File: src/rtl/actor_lc_pkg.sv
package actor_lc_pkg;
  localparam int STATE_W = 3;
  localparam int OP_W    = 2;

  typedef enum logic [STATE_W-1:0] {
    ST_IDLE = 3'd0,
    ST_RUN  = 3'd1,
    ST_LOCK = 3'd2,
    ST_SUSP = 3'd3,
    ST_STOP = 3'd4
  } life_t;

  typedef enum logic [OP_W-1:0] {
    OP_START  = 2'd0,
    OP_SUSP   = 2'd1,
    OP_RESUME = 2'd2,
    OP_STOP   = 2'd3
  } op_t;
endpackage

File: src/rtl/actor_cmd_check.sv
module actor_cmd_check
  import actor_lc_pkg::*;
(
  input  life_t cur,
  input  logic  valid,
  input  op_t   op,
  output logic  accept,
  output life_t nxt,
  output logic  illegal,
  output logic  refuse
);
  always_comb begin
    accept  = 1'b0;
    illegal = 1'b0;
    refuse  = 1'b0;
    nxt     = cur;
    if (valid) begin
      unique case (op)
        OP_START: begin
          if (cur == ST_IDLE || cur == ST_STOP) begin
            accept = 1'b1;
            nxt    = ST_RUN;
          end else begin
            illegal = 1'b1;
          end
        end
        OP_SUSP: begin
          if (cur == ST_RUN) begin
            accept = 1'b1;
            nxt    = ST_SUSP;
          end else if (cur == ST_LOCK) begin
            refuse = 1'b1;
          end else begin
            illegal = 1'b1;
          end
        end
        OP_RESUME: begin
          if (cur == ST_SUSP) begin
            accept = 1'b1;
            nxt    = ST_RUN;
          end else begin
            illegal = 1'b1;
          end
        end
        OP_STOP: begin
          if (cur != ST_LOCK) begin
            accept = 1'b1;
            nxt    = ST_STOP;
          end else begin
            illegal = 1'b1;
          end
        end
        default: illegal = 1'b1;
      endcase
    end
  end
endmodule

File: src/rtl/actor_event_step.sv
module actor_event_step
  import actor_lc_pkg::*;
(
  input  life_t cur,
  input  logic  lock_req,
  input  logic  block_call,
  input  logic  end_comm,
  output logic  change,
  output life_t nxt
);
  always_comb begin
    change = 1'b0;
    nxt    = cur;
    if (cur == ST_RUN && lock_req) begin
      change = 1'b1;
      nxt    = ST_LOCK;
    end else if (cur == ST_LOCK && (block_call || end_comm)) begin
      change = 1'b1;
      nxt    = ST_RUN;
    end
  end
endmodule

File: src/rtl/actor_lifecycle.sv
module actor_lifecycle
  import actor_lc_pkg::*;
(
  input  logic               clk,
  input  logic               rst_n,
  input  logic               cmd_valid,
  input  logic [OP_W-1:0]    cmd_op,
  input  logic               thr_lock,
  input  logic               thr_block,
  input  logic               thr_eoc,
  output logic [STATE_W-1:0] life_state,
  output logic               preemptible,
  output logic               cmd_error,
  output logic               susp_refused
);
  life_t state_q, state_d, cmd_nxt, ev_nxt;
  logic  cmd_acc, cmd_bad, cmd_ref, ev_chg, state_en;
  logic  err_q, ref_q;

  actor_cmd_check u_cmd (
    .cur     (state_q),
    .valid   (cmd_valid),
    .op      (op_t'(cmd_op)),
    .accept  (cmd_acc),
    .nxt     (cmd_nxt),
    .illegal (cmd_bad),
    .refuse  (cmd_ref)
  );

  actor_event_step u_evt (
    .cur        (state_q),
    .lock_req   (thr_lock),
    .block_call (thr_block),
    .end_comm   (thr_eoc),
    .change     (ev_chg),
    .nxt        (ev_nxt)
  );

  // an accepted command outranks a same-cycle thread event
  always_comb begin
    state_en = cmd_acc | ev_chg;
    state_d  = cmd_acc ? cmd_nxt : ev_nxt;
  end

  always_ff @(posedge clk or negedge rst_n) begin
    if (!rst_n) begin
      state_q <= ST_IDLE;
    end else if (state_en) begin
      state_q <= state_d;
    end
  end

  always_ff @(posedge clk or negedge rst_n) begin
    if (!rst_n) begin
      err_q <= 1'b0;
      ref_q <= 1'b0;
    end else begin
      err_q <= cmd_bad;
      ref_q <= cmd_ref;
    end
  end

  assign life_state   = state_q;
  assign preemptible  = (state_q != ST_LOCK);
  assign cmd_error    = err_q;
  assign susp_refused = ref_q;
endmodule

File: config.mk
export PLATFORM = sky130hd
export DESIGN_NAME = actor_lifecycle
export DESIGN_NICKNAME = d
export VERILOG_FILES = /design/src/rtl/actor_lc_pkg.sv /design/src/rtl/actor_cmd_check.sv /design/src/rtl/actor_event_step.sv /design/src/rtl/actor_lifecycle.sv
export SDC_FILE = /design/constraint.sdc
export NUM_CORES = 1
export LEC_CHECK = 0
export ABC_AREA = 1
export BUFFER_PORTS_ARGS = -buffer_cell sky130_fd_sc_hd__buf_2
export CAP_MARGIN = 20
export CORE_AREA = 4 4 41 43
export DETAILED_ROUTE_END_ITERATION = 16
export DIE_AREA = 0 0 45 47
export PLACE_DENSITY = 0.52
export SYNTH_ARGS = -nofsm -noshare
export SYNTH_HDL_FRONTEND = slang
export SYNTH_SLANG_ARGS = --single-unit
export TNS_END_PERCENT = 20
File: constraint.sdc
create_clock -name clk -period 2.3 [get_ports clk]
set_input_delay 0.575 -clock clk [delete_from_list [all_inputs] [get_ports clk]]
set_output_delay 0.575 -clock clk [all_outputs]
set_load 0.02 [all_outputs]
---- After elaboration in Yosys (flattened, before gate mapping) ----
Index checks and enable logic that the tools add are counted.
cells by class
  bitwise logic cells ..................... 1
  reduce and logical (&&, ||, !) cells .... 8
  eq/ne operators ......................... 13
  mux-type cells .......................... 28
operators with widths
  operator                                                                  count
  3-bit 2-to-1 mux                                                          8
  1-bit 2-to-1 mux                                                          17
  3-bit by 2-bit inequality test with 1-bit output (second input constant)  4
  3-bit case mux with 4 select lines                                        1
  1-bit case mux with 4 select lines                                        2
  7-bit AND reduction                                                       1
  3-bit by 2-bit equality test with 1-bit output (second input constant)    2
  2-bit equality test (second input constant)                               2
  3-bit by 1-bit equality test with 1-bit output (second input constant)    1
  3-bit equality test (second input constant)                               1
  3-bit zero test                                                           1
  3-bit inequality test (second input constant)                             1
  3-bit nonzero test                                                        1
  2-bit by 1-bit equality test with 1-bit output (second input constant)    1
  1-bit logical AND                                                         2
  2-bit zero test                                                           1
  1-bit logical OR                                                          2
  2-bit inequality test (second input constant)                             1
  1-bit bitwise OR                                                          1
storage, ports and cells
  register bits after elaboration ......... 5
  output and inout port bits .............. 6

---- Depth between registers and ports, before layout ----
  depth after elaboration ................. 7
  gate-level depth with buffers ........... 9
  mapped depth without buffers ............ 9

---- Cells and area by module ----
A second synthesis with hierarchy kept.
unflattened totals
  cell total of the unflattened synthesis .. 83
  area, all modules ....................... 457.9 um^2
modules (own cells, without submodules)
  module            instances  cells each  area each (um^2)
  actor_lifecycle   1          21          198.9
  actor_cmd_check   1          46          192.7
  actor_event_step  1          16          66.3

---- Least setup slack after synthesis ----
No wires, ideal clock.
  path kind ............................... register to register
  from .................................... register state_q[2], in the netlist life_state[2]
  to ...................................... register state_q[0], in the netlist life_state[0]
  slack ................................... 988 ps
  stages on the path, launching flop included .. 9
  library setup time ...................... 116 ps
  data arrival time ....................... 1,196 ps
  clock period less this slack ............ 1,312 ps
  cells stage by stage .................... dfrtp_1 -> inv_1 -> nand3_2 -> nand2_1 -> nand2_2 -> nand3_2 -> nand2_1 -> nor2_1 -> nor2_1
RTL lines
  item                                                                                line                   text
  start: declaration                                                                  actor_lifecycle.sv:16  life_t state_q, state_d, cmd_nxt, ev_nxt;
  start signal: assignment                                                            actor_lifecycle.sv:49  state_q <= state_d;
  3-bit by 2-bit inequality test with 1-bit output *                                  n/a
  via preemptible                                                                     actor_lifecycle.sv:12  output logic preemptible,
  1-bit 2-to-1 mux                                                                    actor_cmd_check.sv:46  if (cur != ST_LOCK) begin
  1-bit case mux with 4 select lines                                                  actor_cmd_check.sv:18  unique case (op)
  1-bit 2-to-1 mux                                                                    actor_cmd_check.sv:17  if (valid) begin
  3-bit by 2-bit inequality test with 1-bit output (no line) (tied with other cells)  n/a
  7-bit AND reduction (no line)                                                       n/a
The timed path passes the listed nets; every way through them passes the cells marked *.
A chain may end at the register's enable or synchronous reset.

---- Final worst setup path ----
  from .................................... register state_q[0], in the netlist life_state[0]
  to ...................................... output preemptible
between the ends
  word-level cells in the longest chain between the ends .. 1
RTL lines
  item                                              line                   text
  3-bit by 2-bit inequality test with 1-bit output  actor_lifecycle.sv:64  assign preemptible = (state_q != ST_LOCK);
  end: declaration                                  actor_lifecycle.sv:12
Every way passes these cells.

==> results.py <==
metrics = {
    "pwr": {
        "ir_drop_uv": 414,
        "p_sw_w": 0.000220,
        "powerDensity_nw_per_um2": 1080,
        "clkPwrFrac_pct": 21.1,
        "power.share.sequential_pct": 29.2,
        "p_sw_share_pct": 45.9,
        "combinationalPowerShare_pct": 49.6,
        "p_int_w": 0.000259,
        "leakage_nw": 0.266,
    },
    "die": {
        "core_area_um2": 1300,
        "rows": 13,
        "fp.dieW_um": 45,
        "die-area_um2": 2120,
        "io_pins": 14,
        "die_h_um": 47,
        "initial_core_util_pct": 25.5,
    },
    "sta": {
        "period_needed_ns": 1.60,
        "slew_headroom_pct": 80.7,
        "slew_viol_final": 0,
        "tightest_slew_ns": 0.286,
        "finalHoldViolations": 0,
        "period_share_pct": 69.6,
        "finalSetupViolations": 0,
        "final.setup.tns_ns": 0,
        "whs_ns": 0.134,
        "fmax_ghz": 0.624,
        "finalClockSkew_ns": 0.00483,
        "rsz0062_at_grt": "no",
    },
    "critical_path": {
        "cp_slowest_cell": "dfrtp_1",
        "reg2reg_from": "life_state[1]",
        "crit_end": "preemptible",
        "crit_start": "life_state[0]",
        "rr_worst_depth": 7,
        "worstPathCellList": "inv_1 -> nand3_2 -> buf_2",
        "crit_type": "flip-flop to output port",
        "crit_required_ns": 1.73,
        "critical_path.max_stage_delay_ns": 0.41,
        "r2r-end": "life_state[0]",
        "arrival_ns": 1.03,
        "path_max_fanout": 5,
        "critPathLaunchType": "flip-flop",
        "reg2reg_slack_ns": 1.10,
        "cp-end-kind": "output port",
    },
    "clock_network": {
        "clkLatencyLatePin_ns": 0.24,
        "numCtsBuffers": 3,
        "post_cts_buffers": 0,
        "cts-hold-fix-buffers": 0,
        "cts_buffer_depth": 2,
        "htreeDepth": 1,
        "path_clk_slew_ns": 0.05,
        "clockRootBuffer": "clkbuf_4",
        "cts_resized": 0,
        "clock_sinks": 5,
        "cts_tree": "yes",
    },
    "logic_synthesis": {
        "syn-num-nets": 55,
        "ys.warnings.count": 0,
        "yosysTopAreaCellShare_pct": 37.7,
        "ys_types": 13,
        "yosysSeqAreaShare_pct": 37.7,
        "post_synth.cell_area_avg_um2": 7.05,
        "synth_area_leaders": "dfrtp_1, nand2_1, inv_1",
        "yosysTopAreaCell": "dfrtp_1",
        "synth_cells": 47,
        "syn_area_um2": 332,
        "ys_ff_latch": 5,
    },
    "cells_and_area": {
        "regArea_um2": 125,
        "antenna_cells": 0,
        "drive_above_1_share_pct": 34.4,
        "multi_input_area_um2": 169,
        "fin_nets": 73,
        "nFillCells": 153,
        "area_delta_synth_final_pct": 33.2,
    },
    "route": {
        "wirelength_um": 709,
        "routedWlPerCell_um": 8.97,
        "drc": 0,
        "dr_total_vias": 336,
        "drt-pass1-iter-count": 4,
        "antenna_left": 0,
        "via_per_inst": 4.25,
        "drt_iter0_drc": 5,
    },
    "status": {
        "status": "complete, no violations",
    },
    "global_route": {
        "grt_max_degree": 6,
        "grt_pass1_wl_um": 1110,
        "track_usage_pct": 7.61,
        "grt_remaining_overflow": 0,
        "grt_antenna_before_repair": 0,
        "grt_pass1_vias": 315,
    },
    "flow_run": {
        "maxCapViolations": 0,
    },
    "place": {
        "numPortBuffers": 13,
        "gp_congestion": 0.782,
        "dp_hpwl_um": 598,
    },
    "hold_path": {
        "hold_class": "primary input to async pin",
    },
}
==> worst max-delay path, delay by kind of cell, from the launching register on <==
family                 cells  cell delay, ns
AND/OR/NAND/NOR            1            0.09
buffers and inverters      2            0.28
flip-flops                 1            0.41
==> routing by layer <==
metal / global-route usage [%] / wire length (µm) / up-vias
met5: 0 / 0 / -
met4: 10.5 / 0 / 0
met3: 0 / 54 / 0
met2: 11.9 / 340 / 11
met1: 8.28 / 314 / 145
li1: - / - / 180
==> power by group through the flow <==
stage	Clock, W	Sequential [W]	Combinational [W]
global placement	0	0.000141	0.000237
finish	0.000101	0.000140	0.000237
floorplan	0	0.000170	0.000143
global route	0.000108	0.000145	0.000266
CTS	0.000105	0.000140	0.000240
detailed placement	0	0.000141	0.000240
==> Yosys cell counts <==
| library cell | count |
|---|---|
| nand3_2 | 2 |
| dfrtp_1 | 5 |
| nor2_1 | 4 |
| inv_1 | 10 |
| nand2_2 | 2 |
| nor2_2 | 1 |
| o21ai_0 | 1 |
| o21ai_1 | 1 |
| nand2_1 | 12 |
| a21oi_4 | 1 |
| nand3_1 | 5 |
| nor4_1 | 1 |
| nand4_1 | 2 |
==> worst min path at each step <==
| stage | slack [ns] | end | depth (start not counted) |
|---|---|---|---|
| 2_1_floorplan | 0.28 | cmd_error | 0 |
| 3_3_place_gp | 0.39 | cmd_error | 1 |
| 3_5_place_dp | 0.40 | cmd_error | 1 |
| 4_1_cts | 0.13 | life_state[0] | 1 |
| 5_1_grt | 0.14 | life_state[2] | 1 |
| 6_report | 0.13 | life_state[2] | 1 |
==> logic make-up after synthesis <==
logic type	Yosys count	synth area share (%)
simple gates	29	43.0
buf+inv	10	11.3
compound gates	3	7.92
flops	5	37.7
==> state kept, by name (all words and copies together), names as in the netlist <==
register	cells
cmd_error	1
susp_refused	1
life_state	3
==> through the flow <==
| step | setup WS (ns) | power [W] | cell area (µm²) | cells | util (%) |
|---|---|---|---|---|---|
| floorplan | 0.988 | 0.000313 | 332 | 47 | - |
| global placement | 0.867 | 0.000378 | 415 | 75 | 31.9 |
| detailed placement | 0.848 | 0.000381 | 415 | 75 | 31.9 |
| CTS | 0.688 | 0.000485 | 442 | 79 | 33.9 |
| global route | 0.638 | 0.000519 | 442 | 79 | 33.9 |
| finish | 0.699 | 0.000478 | 442 | 79 | 33.9 |
==> final cells by class <==
type | instances | area share, %
inverters | 10 | 8.50
flip-flops and latches | 5 | 28.3
multi-input cells | 32 | 38.2
clock buffers | 4 | 5.95
repair buffers | 13 | 14.7
well taps | 15 | 4.25
==> placed cells by master (no fill, tap or decap) <==
| cell type | Yosys | routed |
|---|---|---|
| buf_2 | 0 | 13 |
| nand2_1 | 12 | 12 |
| inv_1 | 10 | 10 |
| nand3_1 | 5 | 5 |
| dfrtp_1 | 5 | 5 |
| nor2_1 | 4 | 4 |
| clkbuf_4 | 0 | 3 |
| nand3_2 | 2 | 2 |
| nand2_2 | 2 | 2 |
| nand4_1 | 2 | 2 |
| nor4_1 | 1 | 1 |
| nor2_2 | 1 | 1 |
| a21oi_4 | 1 | 1 |
| o21ai_0 | 1 | 1 |
| o21ai_1 | 1 | 1 |
| clkbuf_1 | 0 | 1 |
Power figures use the tool's default switching activity.
